$ cat src/rtl/gib_pkg.sv
package gib_pkg;

  // word index of each register (byte offset / 4)
  localparam int unsigned WIDX_MODE  = 0;
  localparam int unsigned WIDX_DIR   = 1;
  localparam int unsigned WIDX_OUT   = 2;
  localparam int unsigned WIDX_IN    = 3;
  localparam int unsigned WIDX_STAT  = 4;
  localparam int unsigned WIDX_CLR   = 5;
  localparam int unsigned WIDX_MASK  = 6;
  localparam int unsigned WIDX_MSET  = 7;
  localparam int unsigned WIDX_POL   = 8;
  localparam int unsigned WIDX_EDGE  = 9;
  localparam int unsigned WIDX_FILT  = 10;
  localparam int unsigned WIDX_BOTH  = 19;

  typedef enum logic [3:0] {
    RD_NONE, RD_MODE, RD_DIR, RD_OUT, RD_IN, RD_STAT,
    RD_MASK, RD_POL, RD_EDGE, RD_FILT, RD_BOTH
  } gibRdSel_t;

  typedef struct packed {
    logic wrMode;
    logic wrDir;
    logic wrOut;
    logic wrPol;
    logic wrEdge;
    logic wrFilt;
    logic wrBoth;
    logic wrMaskAnd;
    logic wrMaskOr;
    logic wrClr;
  } gibStrobe_t;

endpackage

$ cat src/rtl/gib_ctrl.sv
module gib_ctrl
  import gib_pkg::*;
#(
  parameter int unsigned ADDR_W = 8
) (
  input  logic              clk,
  input  logic              rst_n,
  input  logic              wrEn,
  input  logic              rdEn,
  input  logic [ADDR_W-1:0] addr,
  output gibStrobe_t        stb,
  output gibRdSel_t         rdSel
);

  localparam int unsigned WORD_W = ADDR_W - 2;

  logic [WORD_W-1:0] wordIdx;
  logic              aligned;

  assign wordIdx = addr[ADDR_W-1:2];
  assign aligned = (addr[1:0] == 2'b00);

  function automatic logic hit(input logic [WORD_W-1:0] idx, input int unsigned w);
    return idx == WORD_W'(w);
  endfunction

  always_comb begin
    stb = '0;
    if (wrEn && aligned) begin
      stb.wrMode    = hit(wordIdx, WIDX_MODE);
      stb.wrDir     = hit(wordIdx, WIDX_DIR);
      stb.wrOut     = hit(wordIdx, WIDX_OUT);
      stb.wrClr     = hit(wordIdx, WIDX_CLR);
      stb.wrMaskAnd = hit(wordIdx, WIDX_MASK);
      stb.wrMaskOr  = hit(wordIdx, WIDX_MSET);
      stb.wrPol     = hit(wordIdx, WIDX_POL);
      stb.wrEdge    = hit(wordIdx, WIDX_EDGE);
      stb.wrFilt    = hit(wordIdx, WIDX_FILT);
      stb.wrBoth    = hit(wordIdx, WIDX_BOTH);
    end
  end

  always_comb begin
    rdSel = RD_NONE;
    if (rdEn && aligned) begin
      if      (hit(wordIdx, WIDX_MODE)) rdSel = RD_MODE;
      else if (hit(wordIdx, WIDX_DIR))  rdSel = RD_DIR;
      else if (hit(wordIdx, WIDX_OUT))  rdSel = RD_OUT;
      else if (hit(wordIdx, WIDX_IN))   rdSel = RD_IN;
      else if (hit(wordIdx, WIDX_STAT)) rdSel = RD_STAT;
      else if (hit(wordIdx, WIDX_MASK)) rdSel = RD_MASK;
      else if (hit(wordIdx, WIDX_POL))  rdSel = RD_POL;
      else if (hit(wordIdx, WIDX_EDGE)) rdSel = RD_EDGE;
      else if (hit(wordIdx, WIDX_FILT)) rdSel = RD_FILT;
      else if (hit(wordIdx, WIDX_BOTH)) rdSel = RD_BOTH;
    end
  end

  // at most one register is written per cycle
  a_r11_single_strobe: assert property (@(posedge clk) disable iff (!rst_n)
    $onehot0(stb));

endmodule

$ cat src/rtl/gib_datapath.sv
module gib_datapath
  import gib_pkg::*;
#(
  parameter int unsigned NUM_LINES = 32,
  parameter int unsigned DATA_W    = 32
) (
  input  logic                 clk,
  input  logic                 rst_n,
  input  gibStrobe_t           stb,
  input  gibRdSel_t            rdSel,
  input  logic [DATA_W-1:0]    wrData,
  input  logic [NUM_LINES-1:0] pinIn,
  output logic [DATA_W-1:0]    rdData,
  output logic [NUM_LINES-1:0] pinOut,
  output logic [NUM_LINES-1:0] pinOe,
  output logic                 irqOut
);

  logic [NUM_LINES-1:0] lineWr;
  logic [NUM_LINES-1:0] modeReg, dirReg, outReg, polReg, edgeReg, filtReg, bothReg;
  logic [NUM_LINES-1:0] maskReg, statReg, statNext;
  logic [NUM_LINES-1:0] syncA, syncB, prevS;
  logic [NUM_LINES-1:0] activeVec, riseVec, fallVec, evtVec;

  assign lineWr = wrData[NUM_LINES-1:0];

  // configuration registers
  always_ff @(posedge clk) begin
    if (!rst_n) begin
      modeReg <= '0;
      dirReg  <= '0;
      outReg  <= '0;
      polReg  <= '0;
      edgeReg <= '0;
      filtReg <= '0;
      bothReg <= '0;
    end else begin
      if (stb.wrMode) modeReg <= lineWr;
      if (stb.wrDir)  dirReg  <= lineWr;
      if (stb.wrOut)  outReg  <= lineWr;
      if (stb.wrPol)  polReg  <= lineWr;
      if (stb.wrEdge) edgeReg <= lineWr;
      if (stb.wrFilt) filtReg <= lineWr;
      if (stb.wrBoth) bothReg <= lineWr;
    end
  end

  // enable mask: AND-write disables, OR-write enables
  always_ff @(posedge clk) begin
    if (!rst_n)              maskReg <= '0;
    else if (stb.wrMaskAnd)  maskReg <= maskReg & lineWr;
    else if (stb.wrMaskOr)   maskReg <= maskReg | lineWr;
  end

  // two-flop synchroniser plus one history stage
  always_ff @(posedge clk) begin
    if (!rst_n) begin
      syncA <= '0;
      syncB <= '0;
      prevS <= '0;
    end else begin
      syncA <= pinIn;
      syncB <= syncA;
      prevS <= syncB;
    end
  end

  assign activeVec = syncB ^ polReg;
  assign riseVec   = syncB & ~prevS;
  assign fallVec   = ~syncB & prevS;

  // per-line event and status logic
  for (genvar i = 0; i < NUM_LINES; i++) begin : g_line
    always_comb begin
      if (bothReg[i])      evtVec[i] = riseVec[i] | fallVec[i];
      else if (polReg[i])  evtVec[i] = fallVec[i];
      else                 evtVec[i] = riseVec[i];

      if (!modeReg[i])       statNext[i] = 1'b0;
      else if (!edgeReg[i])  statNext[i] = activeVec[i];
      else                   statNext[i] = evtVec[i] | (statReg[i] & ~(stb.wrClr & lineWr[i]));
    end
  end

  always_ff @(posedge clk) begin
    if (!rst_n) statReg <= '0;
    else        statReg <= statNext;
  end

  assign pinOe  = dirReg & ~modeReg;
  assign pinOut = outReg & pinOe;
  assign irqOut = |(statReg & maskReg);

  always_comb begin
    logic [NUM_LINES-1:0] sel;
    case (rdSel)
      RD_MODE: sel = modeReg;
      RD_DIR:  sel = dirReg;
      RD_OUT:  sel = outReg;
      RD_IN:   sel = activeVec;
      RD_STAT: sel = statReg;
      RD_MASK: sel = maskReg;
      RD_POL:  sel = polReg;
      RD_EDGE: sel = edgeReg;
      RD_FILT: sel = filtReg;
      RD_BOTH: sel = bothReg;
      default: sel = '0;
    endcase
    rdData = DATA_W'(sel);
  end

  // an enable write leaves every written one enabled
  a_r4_mask_enable: assert property (@(posedge clk) disable iff (!rst_n)
    stb.wrMaskOr |=> ((maskReg & $past(lineWr)) == $past(lineWr)));

  // a clear of an edge line with no new event removes the status
  a_r6_clear_edge: assert property (@(posedge clk) disable iff (!rst_n)
    stb.wrClr |=> ((statReg & $past(lineWr & modeReg & edgeReg & ~evtVec)) == '0));

  // an event on an armed edge line always lands, clear or not
  a_r10_event_wins: assert property (@(posedge clk) disable iff (!rst_n)
    1'b1 |=> ((statReg & $past(evtVec & modeReg & edgeReg)) == $past(evtVec & modeReg & edgeReg)));

  // level lines mirror the previous cycle's active level
  a_r8_level_follow: assert property (@(posedge clk) disable iff (!rst_n)
    1'b1 |=> (((statReg ^ $past(activeVec)) & $past(modeReg & ~edgeReg)) == '0));

  // a data write appears on every driven pin the next cycle
  a_r2_drive_data: assert property (@(posedge clk) disable iff (!rst_n)
    stb.wrOut |=> (((pinOut ^ $past(lineWr)) & pinOe) == '0));

endmodule

$ cat src/rtl/gpio_irq_bank.sv
module gpio_irq_bank
  import gib_pkg::*;
#(
  parameter int unsigned NUM_LINES = 32,
  parameter int unsigned DATA_W    = 32,
  parameter int unsigned ADDR_W    = 8
) (
  input  logic                 clk,
  input  logic                 rst_n,
  input  logic                 wrEn,
  input  logic                 rdEn,
  input  logic [ADDR_W-1:0]    addr,
  input  logic [DATA_W-1:0]    wrData,
  output logic [DATA_W-1:0]    rdData,
  input  logic [NUM_LINES-1:0] pinIn,
  output logic [NUM_LINES-1:0] pinOut,
  output logic [NUM_LINES-1:0] pinOe,
  output logic                 irqOut
);

  gibStrobe_t stb;
  gibRdSel_t  rdSel;

  gib_ctrl #(.ADDR_W(ADDR_W)) i_ctrl (
    .clk   (clk),
    .rst_n (rst_n),
    .wrEn  (wrEn),
    .rdEn  (rdEn),
    .addr  (addr),
    .stb   (stb),
    .rdSel (rdSel)
  );

  gib_datapath #(.NUM_LINES(NUM_LINES), .DATA_W(DATA_W)) i_dp (
    .clk    (clk),
    .rst_n  (rst_n),
    .stb    (stb),
    .rdSel  (rdSel),
    .wrData (wrData),
    .pinIn  (pinIn),
    .rdData (rdData),
    .pinOut (pinOut),
    .pinOe  (pinOe),
    .irqOut (irqOut)
  );

  // interrupt-mode lines are never driven
  a_r2_no_drive_irq_line: assert property (@(posedge clk) disable iff (!rst_n)
    stb.wrMode |=> ((pinOe & $past(wrData[NUM_LINES-1:0])) == '0));

endmodule

$ cat config.mk
export PLATFORM = sky130hd
export DESIGN_NAME = gpio_irq_bank
export DESIGN_NICKNAME = d
export VERILOG_FILES = /design/src/rtl/gib_pkg.sv /design/src/rtl/gib_ctrl.sv /design/src/rtl/gib_datapath.sv /design/src/rtl/gpio_irq_bank.sv
export SDC_FILE = /design/constraint.sdc
export NUM_CORES = 1
export LEC_CHECK = 0
export BUFFER_PORTS_ARGS = -buffer_cell sky130_fd_sc_hd__buf_2
export CORE_UTILIZATION = 54
export DETAILED_ROUTE_END_ITERATION = 6
export HOLD_SLACK_MARGIN = 0.08
export PLACE_DENSITY = 0.85
export SYNTH_ARGS = -nofsm -noshare
export SYNTH_HDL_FRONTEND = slang
export SYNTH_SLANG_ARGS = --single-unit
$ cat constraint.sdc
create_clock -name clk -period 2 [get_ports clk]
set_clock_uncertainty 0.05 [all_clocks]
set_input_delay 0.2 -clock clk [delete_from_list [all_inputs] [get_ports clk]]
set_output_delay 0.2 -clock clk [all_outputs]
set_load 0.005 [all_outputs]
==> results_dict.tcl, run 1 <==
set metrics [dict create \
    antennaDiodeCount 0 \
    met2_usage 0.601 \
    grt_max_degree 82 \
    path_delay_family "compound AO/OA/AOI/OAI gates" \
    use_met3 0.0793 \
    clock_latency_ps 550 \
    cts-htree-levels 2 \
    synth_cell_type_count 65 \
    die-width_um 189 \
    layout_min_cycle_time_ps 2510 \
    cts_buffer_depth 3 \
    routed_wl_mm 70.9 \
    slowest_delay_ps 510 \
    cap_violations 0 \
    path_max_fanout 6 \
    hold_ws_ps 340 \
    wl_per_cell_um 23.0 \
    slew_headroom 0.641 \
    syn-num-nets 2411 \
    fin_util 0.717 \
    synth_seq_cells 384 \
    syn_area_um2 18800 \
    avgSynthCellArea_um2 8.28 \
    start_kind "input port" \
    coreArea_um2 33900 \
    gp_congestion 1.00 \
    cts_tree "built" \
    cts-buffers-inserted 41 \
    synthFlopType "dfxtp_1" \
    die_h_um 189 \
    initial_core_util 0.555 \
    crit_chain "buf_12 > or2_4 > o31ai_4 > nor4_4 > and2_4 > buf_12 > buf_12 > a222oi_1 > nand3_1 > buf_2" \
    synthArstFlopShare 0 \
    ant_nets 0 \
    synth_edf_count 0 \
    antenna_found_initial 1 \
    crit_slowest_cell "a222oi_1" \
    areaGrowthSynthToFinish_pct 29.3 \
    grt_pass1_vias 18400 \
    rrSetupSlack_ps 470 \
    die_area_um2 35600 \
    hold_class "in -> reg" \
    num_rows 67 \
    clkSinkCount 384 \
    setup_tns_ps -12640 \
    p_per_area_nw_per_um2 688 \
    clk_pin_slew_ps 60 \
    drt_iter0_markers 2741 \
    use_met1 0.470 \
    nets 2736 \
    worst_slew_pin_slew_ps 538 \
    setup_ws_ps -515 \
    rr_endpoint "i_dp.statReg[14]" \
    numPortBuffers 172 \
    final_layout_size_suffix_gt1_frac 0.211 \
    grt-ovfl-total 0 \
    p_total_mw 16.7 \
    crit_arrival_ps 2260 \
    max_freq_ghz 0.398 \
    cp.depth 10 \
    slew_viol_final 0 \
    vias 19200 \
    yosysWarningCount 0 \
    endpoint_kind "output pin" \
    leakagePower_nw 9.54 \
    crit_type "in -> out" \
    reg2reg_from "i_dp.prevS[14]" \
    grt_pass1_wl_mm 104 \
    grt-busiest-layer "met2" \
    crit_start "addr[4]" \
    synthesis.instances 2271 \
    violations "DRC, setup timing" \
    grt_use_total 0.380 \
    finalCritPeriodShare 1.26 \
    vdd_drop_max_uv 649 \
    drc 11 \
    place_hpwl_mm 43.9 \
    finalSetupViolations 33 \
    status "complete, but fails checks" \
    rsz0062_at_grt "yes" \
    worstSetupEndpoint "rdData[27]" \
    worstRegToRegCells 7 \
    cp_common_cell "buf_12" \
    first_pass_iters 7 \
    synth_seq_area_share 0.409 \
    viasPerCell 6.25 \
    crit_required_ps 1750 \
    io_pins 173 \
    cp_num_buf_inv 4 \
    cts-root-buf "clkbuf_16" \
    hold_viol_final 0 \
]
-- sequential cells by signal (all words and copies together) (netlist names) --
| signal | cells |
|---|---|
| i_dp.prevS | 32 |
| i_dp.statReg | 32 |
| i_dp.maskReg | 32 |
| i_dp.dirReg | 32 |
| i_dp.edgeReg | 32 |
| i_dp.syncB | 32 |
| i_dp.syncA | 32 |
| i_dp.polReg | 32 |
| i_dp.bothReg | 32 |
| i_dp.filtReg | 32 |
| i_dp.outReg | 32 |
| i_dp.modeReg | 32 |
-- cells in the mapped netlist (all sizes together), types with 2 or more instances --
cell	number	area, um2
buf	57	365
a22oi	25	188
nor4	2	18.8
a21boi	256	1920
nor2b	66	413
nor2	49	186
or4	2	15.0
o31ai	3	50.1
a222oi	35	350
nand2	609	2290
dfxtp	384	7690
o22ai	4	25.0
clkbuf	114	428
and4	3	26.3
o21ai	59	299
nor4b	6	77.6
a21oi	72	360
nand4	5	31.3
a32oi	4	35.0
ha	64	801
and2	134	841
a22o	11	96.3
a211oi	64	480
nand3b	5	37.5
o2bb2ai	2	23.8
nor3	9	71.3
nor4bb	2	35.0
inv	67	251
a221oi	28	302
nand3	32	160
a2bb2oi	15	131
mux2i	26	260
nor3b	9	104
a211o	2	17.5
xor2	34	298
-- layer usage --
layer  up-vias  part of all wire  wire length, um
met1      8962              0.35            25000
met3       408              0.13             9270
met5         -           0.00011                8
met4         2             0.076             5420
met2      1464              0.44            31200
li1       8379                 -                -
-- worst reg2reg max path, cell delays in order (launching register included) --
cell      delay (ps)
dfxtp_1          340
inv_1             50
ha_1             180
nor2b_1          140
a211oi_1         330
a21oi_1           80
a21oi_1          150
a211oi_1         100
-- power breakdown --
group | switching, mW | total [mW] | internal, mW
sequential | 0.0597 | 7.79 | 7.73
clock | 3.23 | 7.77 | 4.54
combinational | 0.608 | 1.17 | 0.558
-- layout make-up --
cell class | count | area (um2)
flip-flops and latches | 384 | 7690
fillers | 2364 | 9570
clock inverters | 16 | 146
clock buffers | 59 | 1230
multi-input cells | 1649 | 10500
inverters | 67 | 251
well taps | 448 | 561
repair buffers | 453 | 3910
-- cells by family after synthesis --
| logic type | after synthesis | share of synthesized area |
|---|---|---|
| adders and majority gates | 64 | 0.0426 |
| and+or+nand+nor | 937 | 0.231 |
| AOI/OAI and AO/OA | 587 | 0.232 |
| buffers and inverters | 238 | 0.0556 |
| muxes | 26 | 0.0138 |
| DFF | 384 | 0.409 |
| xor gates and xnor gates | 35 | 0.0163 |
-- layout by cell type, fill, tap and decap left out, drive strengths merged, types with 3 or more instances in the layout --
cell	Yosys	routed
o21ai	59	59
a22oi	25	25
nor3	9	9
a211oi	64	64
nand2	609	609
nor2b	66	66
mux2i	26	26
ha	64	64
nand3	32	32
clkinv	0	10
and2	134	134
a32oi	4	4
xor2	34	34
dlygate4sd3	0	68
nand3b	5	5
a221oi	28	28
o22ai	4	4
a222oi	35	35
inv	67	69
nor2	49	49
dfxtp	384	384
nor3b	9	9
nand4	5	5
clkbuf	114	60
a21boi	256	256
nor4b	6	6
a21oi	72	72
a22o	11	11
and4	3	3
a2bb2oi	15	15
buf	57	382
o31ai	3	3
-- per-stage QoR --
step / instances / setup slack [ps] / area [um2]
CTS: 3067 / -452 / 24000
floorplan: 2271 / -2.47 / 18800
global placement: 2894 / -529 / 21100
global route: 3076 / -560 / 24300
finish: 3076 / -515 / 24300
detailed placement: 2894 / -579 / 21100
-- worst min-delay path by stage --
| stage | start | to | slack [ps] | cells after the start |
|---|---|---|---|---|
| finish | pinIn[27] | i_dp.syncA[27] | 340 | 3 |
| global route | pinIn[7] | i_dp.syncA[7] | 340 | 3 |
| CTS | pinIn[28] | i_dp.syncA[28] | 330 | 3 |
| detailed placement | pinIn[22] | i_dp.syncA[22] | 360 | 2 |
| global placement | pinIn[18] | i_dp.syncA[18] | 360 | 2 |
| floorplan | pinIn[0] | i_dp.syncA[0] | 280 | 1 |
-- repair_timing --
| action | CTS | global route |
|---|---|---|
| endpoints found under the setup margin | 33 | 33 |
| hold endpoints to repair | 298 | 0 |
| setup buffers | 26 | 9 |
| hold buffers | 68 | 0 |
| pin swaps | 65 | 49 |
| gates resized for setup | 103 | 51 |
| cloned | 5 | 3 |
No activity file was read; power rests on OpenSTA's default activity.
==> run 2: changes to the inputs <==
--- a/config.mk
+++ b/config.mk
@@ -9,7 +9,8 @@
 export CORE_UTILIZATION = 54
 export DETAILED_ROUTE_END_ITERATION = 6
 export HOLD_SLACK_MARGIN = 0.08
-export PLACE_DENSITY = 0.85
+export PLACE_DENSITY = 0.79
+export SKIP_LAST_GASP = 1
 export SYNTH_ARGS = -nofsm -noshare
 export SYNTH_HDL_FRONTEND = slang
 export SYNTH_SLANG_ARGS = --single-unit
==> run 2 against run 1 <==
Net effect:
- the flow still finishes with violations (DRC, setup timing)
- first-iteration DRC count down 18%
- flip-flop and latch count unchanged
- non-clock buffer count up 17
- combinational power hardly changed
- routed wire length shrank 2.4%
- via count is 1.6% lower
==> results_dict.tcl, run 2 (synthesized netlist as in run 1, its figures left out) <==
set metrics [dict create \
    worst_slew_pin_slew_ps 432 \
    final_layout_size_suffix_gt1_frac 0.209 \
    layout_common_cells "607 x nand2_1, 380 x dfxtp_1, 176 x a21boi_1" \
    final-seq-area_um2 7690 \
    cts-htree-levels 2 \
    cts-root-buf "clkbuf_16" \
    crit_required_ps 1750 \
    cts-buffers-inserted 41 \
    num_rows 67 \
    die_h_um 189 \
    nets 2755 \
    finalCritPeriodShare 1.25 \
    max_freq_ghz 0.399 \
    grt_use_total 0.378 \
    leakagePower_nw 9.57 \
    setup_ws_ps -504 \
    areaGrowthSynthToFinish_pct 29.2 \
    rsz0062_at_grt "yes" \
    clkSinkCount 384 \
    status "complete, but fails checks" \
    clock_latency_ps 560 \
    grt_max_degree 64 \
    hold_class "in -> reg" \
    cp_common_cell "buf_12" \
    place_hpwl_mm 44.2 \
    drt_iter0_markers 2243 \
    multi_input_area_um2 10500 \
    endpoint_kind "output pin" \
    antenna_found_initial 0 \
    dp_slack_ps -610 \
    slew_viol_final 0 \
    drc 5 \
    grt_pass1_vias 18300 \
    ant_nets 0 \
    slowest_delay_ps 410 \
    initial_core_util 0.555 \
    crit_arrival_ps 2250 \
    numPortBuffers 172 \
    final.fill_count 2494 \
    slew_headroom 0.712 \
    p_per_area_nw_per_um2 683 \
    crit_slowest_cell "a222oi_1" \
    cp_num_buf_inv 5 \
    die-width_um 189 \
    grt-ovfl-total 0 \
    cap_violations 0 \
    die_area_um2 35600 \
    gp_congestion 0.984 \
    layout_min_cycle_time_ps 2500 \
    wl_per_cell_um 22.4 \
    hold_viol_final 0 \
    io_pins 173 \
    start_kind "input port" \
    vias 18900 \
    coreArea_um2 33900 \
    cts_tree "built" \
    path_max_fanout 6 \
    layout.cells.most_common "nand2_1" \
    routed_wl_mm 69.2 \
    violations "DRC, setup timing" \
    cts_buffer_depth 3 \
    path_delay_family "compound AO/OA/AOI/OAI gates" \
    setup_tns_ps -13760 \
    clk_pin_slew_ps 60 \
    antennaDiodeCount 0 \
    finalSetupViolations 33 \
    first_pass_iters 7 \
    crit_type "in -> out" \
    grt_pass1_wl_mm 104 \
    vdd_drop_max_uv 667 \
    viasPerCell 6.11 \
    crit_chain "buf_12 > buf_6 > nor3b_4 > o31ai_4 > nor3_4 > buf_4 > and2_4 > buf_12 > a222oi_1 > nand3_1 > buf_2" \
]
run 2: layout make-up:
cell class / count / area share
Inverter: 67 / 0.0104
Clock buffer: 62 / 0.0526
Timing Repair Buffer: 470 / 0.164
Tap cell: 448 / 0.0231
Clock inverter: 12 / 0.00299
Multi-Input combinational cell: 1651 / 0.431
Sequential cell: 384 / 0.317
run 2: layer usage:
| metal | track usage | routed length, um | share of wire |
|---|---|---|---|
| met3 | 0.0844 | 8140 | 0.12 |
| met1 | 0.461 | 25300 | 0.37 |
| met2 | 0.602 | 30900 | 0.45 |
| met4 | 0.237 | 4870 | 0.070 |
| met5 | 0 | 0 | 0 |
run 2: what timing repair did:
action	4_1_cts	5_1_grt
hold endpoints to repair	304	0
endpoints found under the setup margin	33	33
resized for setup	112	30
setup buffers	29	14
pin swaps	74	40
hold buffers	73	0
cloned	6	3
run 2: path summary, 6_finish.rpt:
| path | from | cells after the start | slack [ps] | endpoint |
|---|---|---|---|---|
| setup / recovery | addr[4] | 11 | -500 | rdData[27] |
| hold / removal | pinIn[10] | 3 | 340 | i_dp.syncA[10] |
| setup reg to reg | i_dp.prevS[27] | 7 | 460 | i_dp.statReg[27] |
| hold reg to reg | i_dp.syncA[21] | 1 | 380 | i_dp.syncB[21] |
run 2: metrics by stage:
step | power [mW] | std cells | util | cell area, um2 | hold slack (ps)
2_1_floorplan | 8.50 | 2271 | - | 18800 | 277
3_3_place_gp | 8.86 | 2902 | 0.623 | 21100 | 355
3_5_place_dp | 8.88 | 2902 | 0.623 | 21100 | 360
4_1_cts | 16.5 | 3081 | 0.709 | 24000 | 330
5_1_grt | 17.0 | 3094 | 0.717 | 24300 | 350
6_report | 16.6 | 3094 | 0.717 | 24300 | 341
run 2: where the power goes:
| part | internal [mW] | total, mW | switching, mW |
|---|---|---|---|
| Clock | 4.41 | 7.60 | 3.19 |
| Combinational | 0.594 | 1.19 | 0.598 |
| Sequential | 7.73 | 7.79 | 0.0596 |
run 2: worst reg2reg max path, cell delays in order (launching register included):
cell,delay [ps]
dfxtp_1,350
inv_1,60
ha_1,200
nor2b_1,140
a211oi_1,320
a21oi_1,90
a21oi_1,130
a211oi_1,80
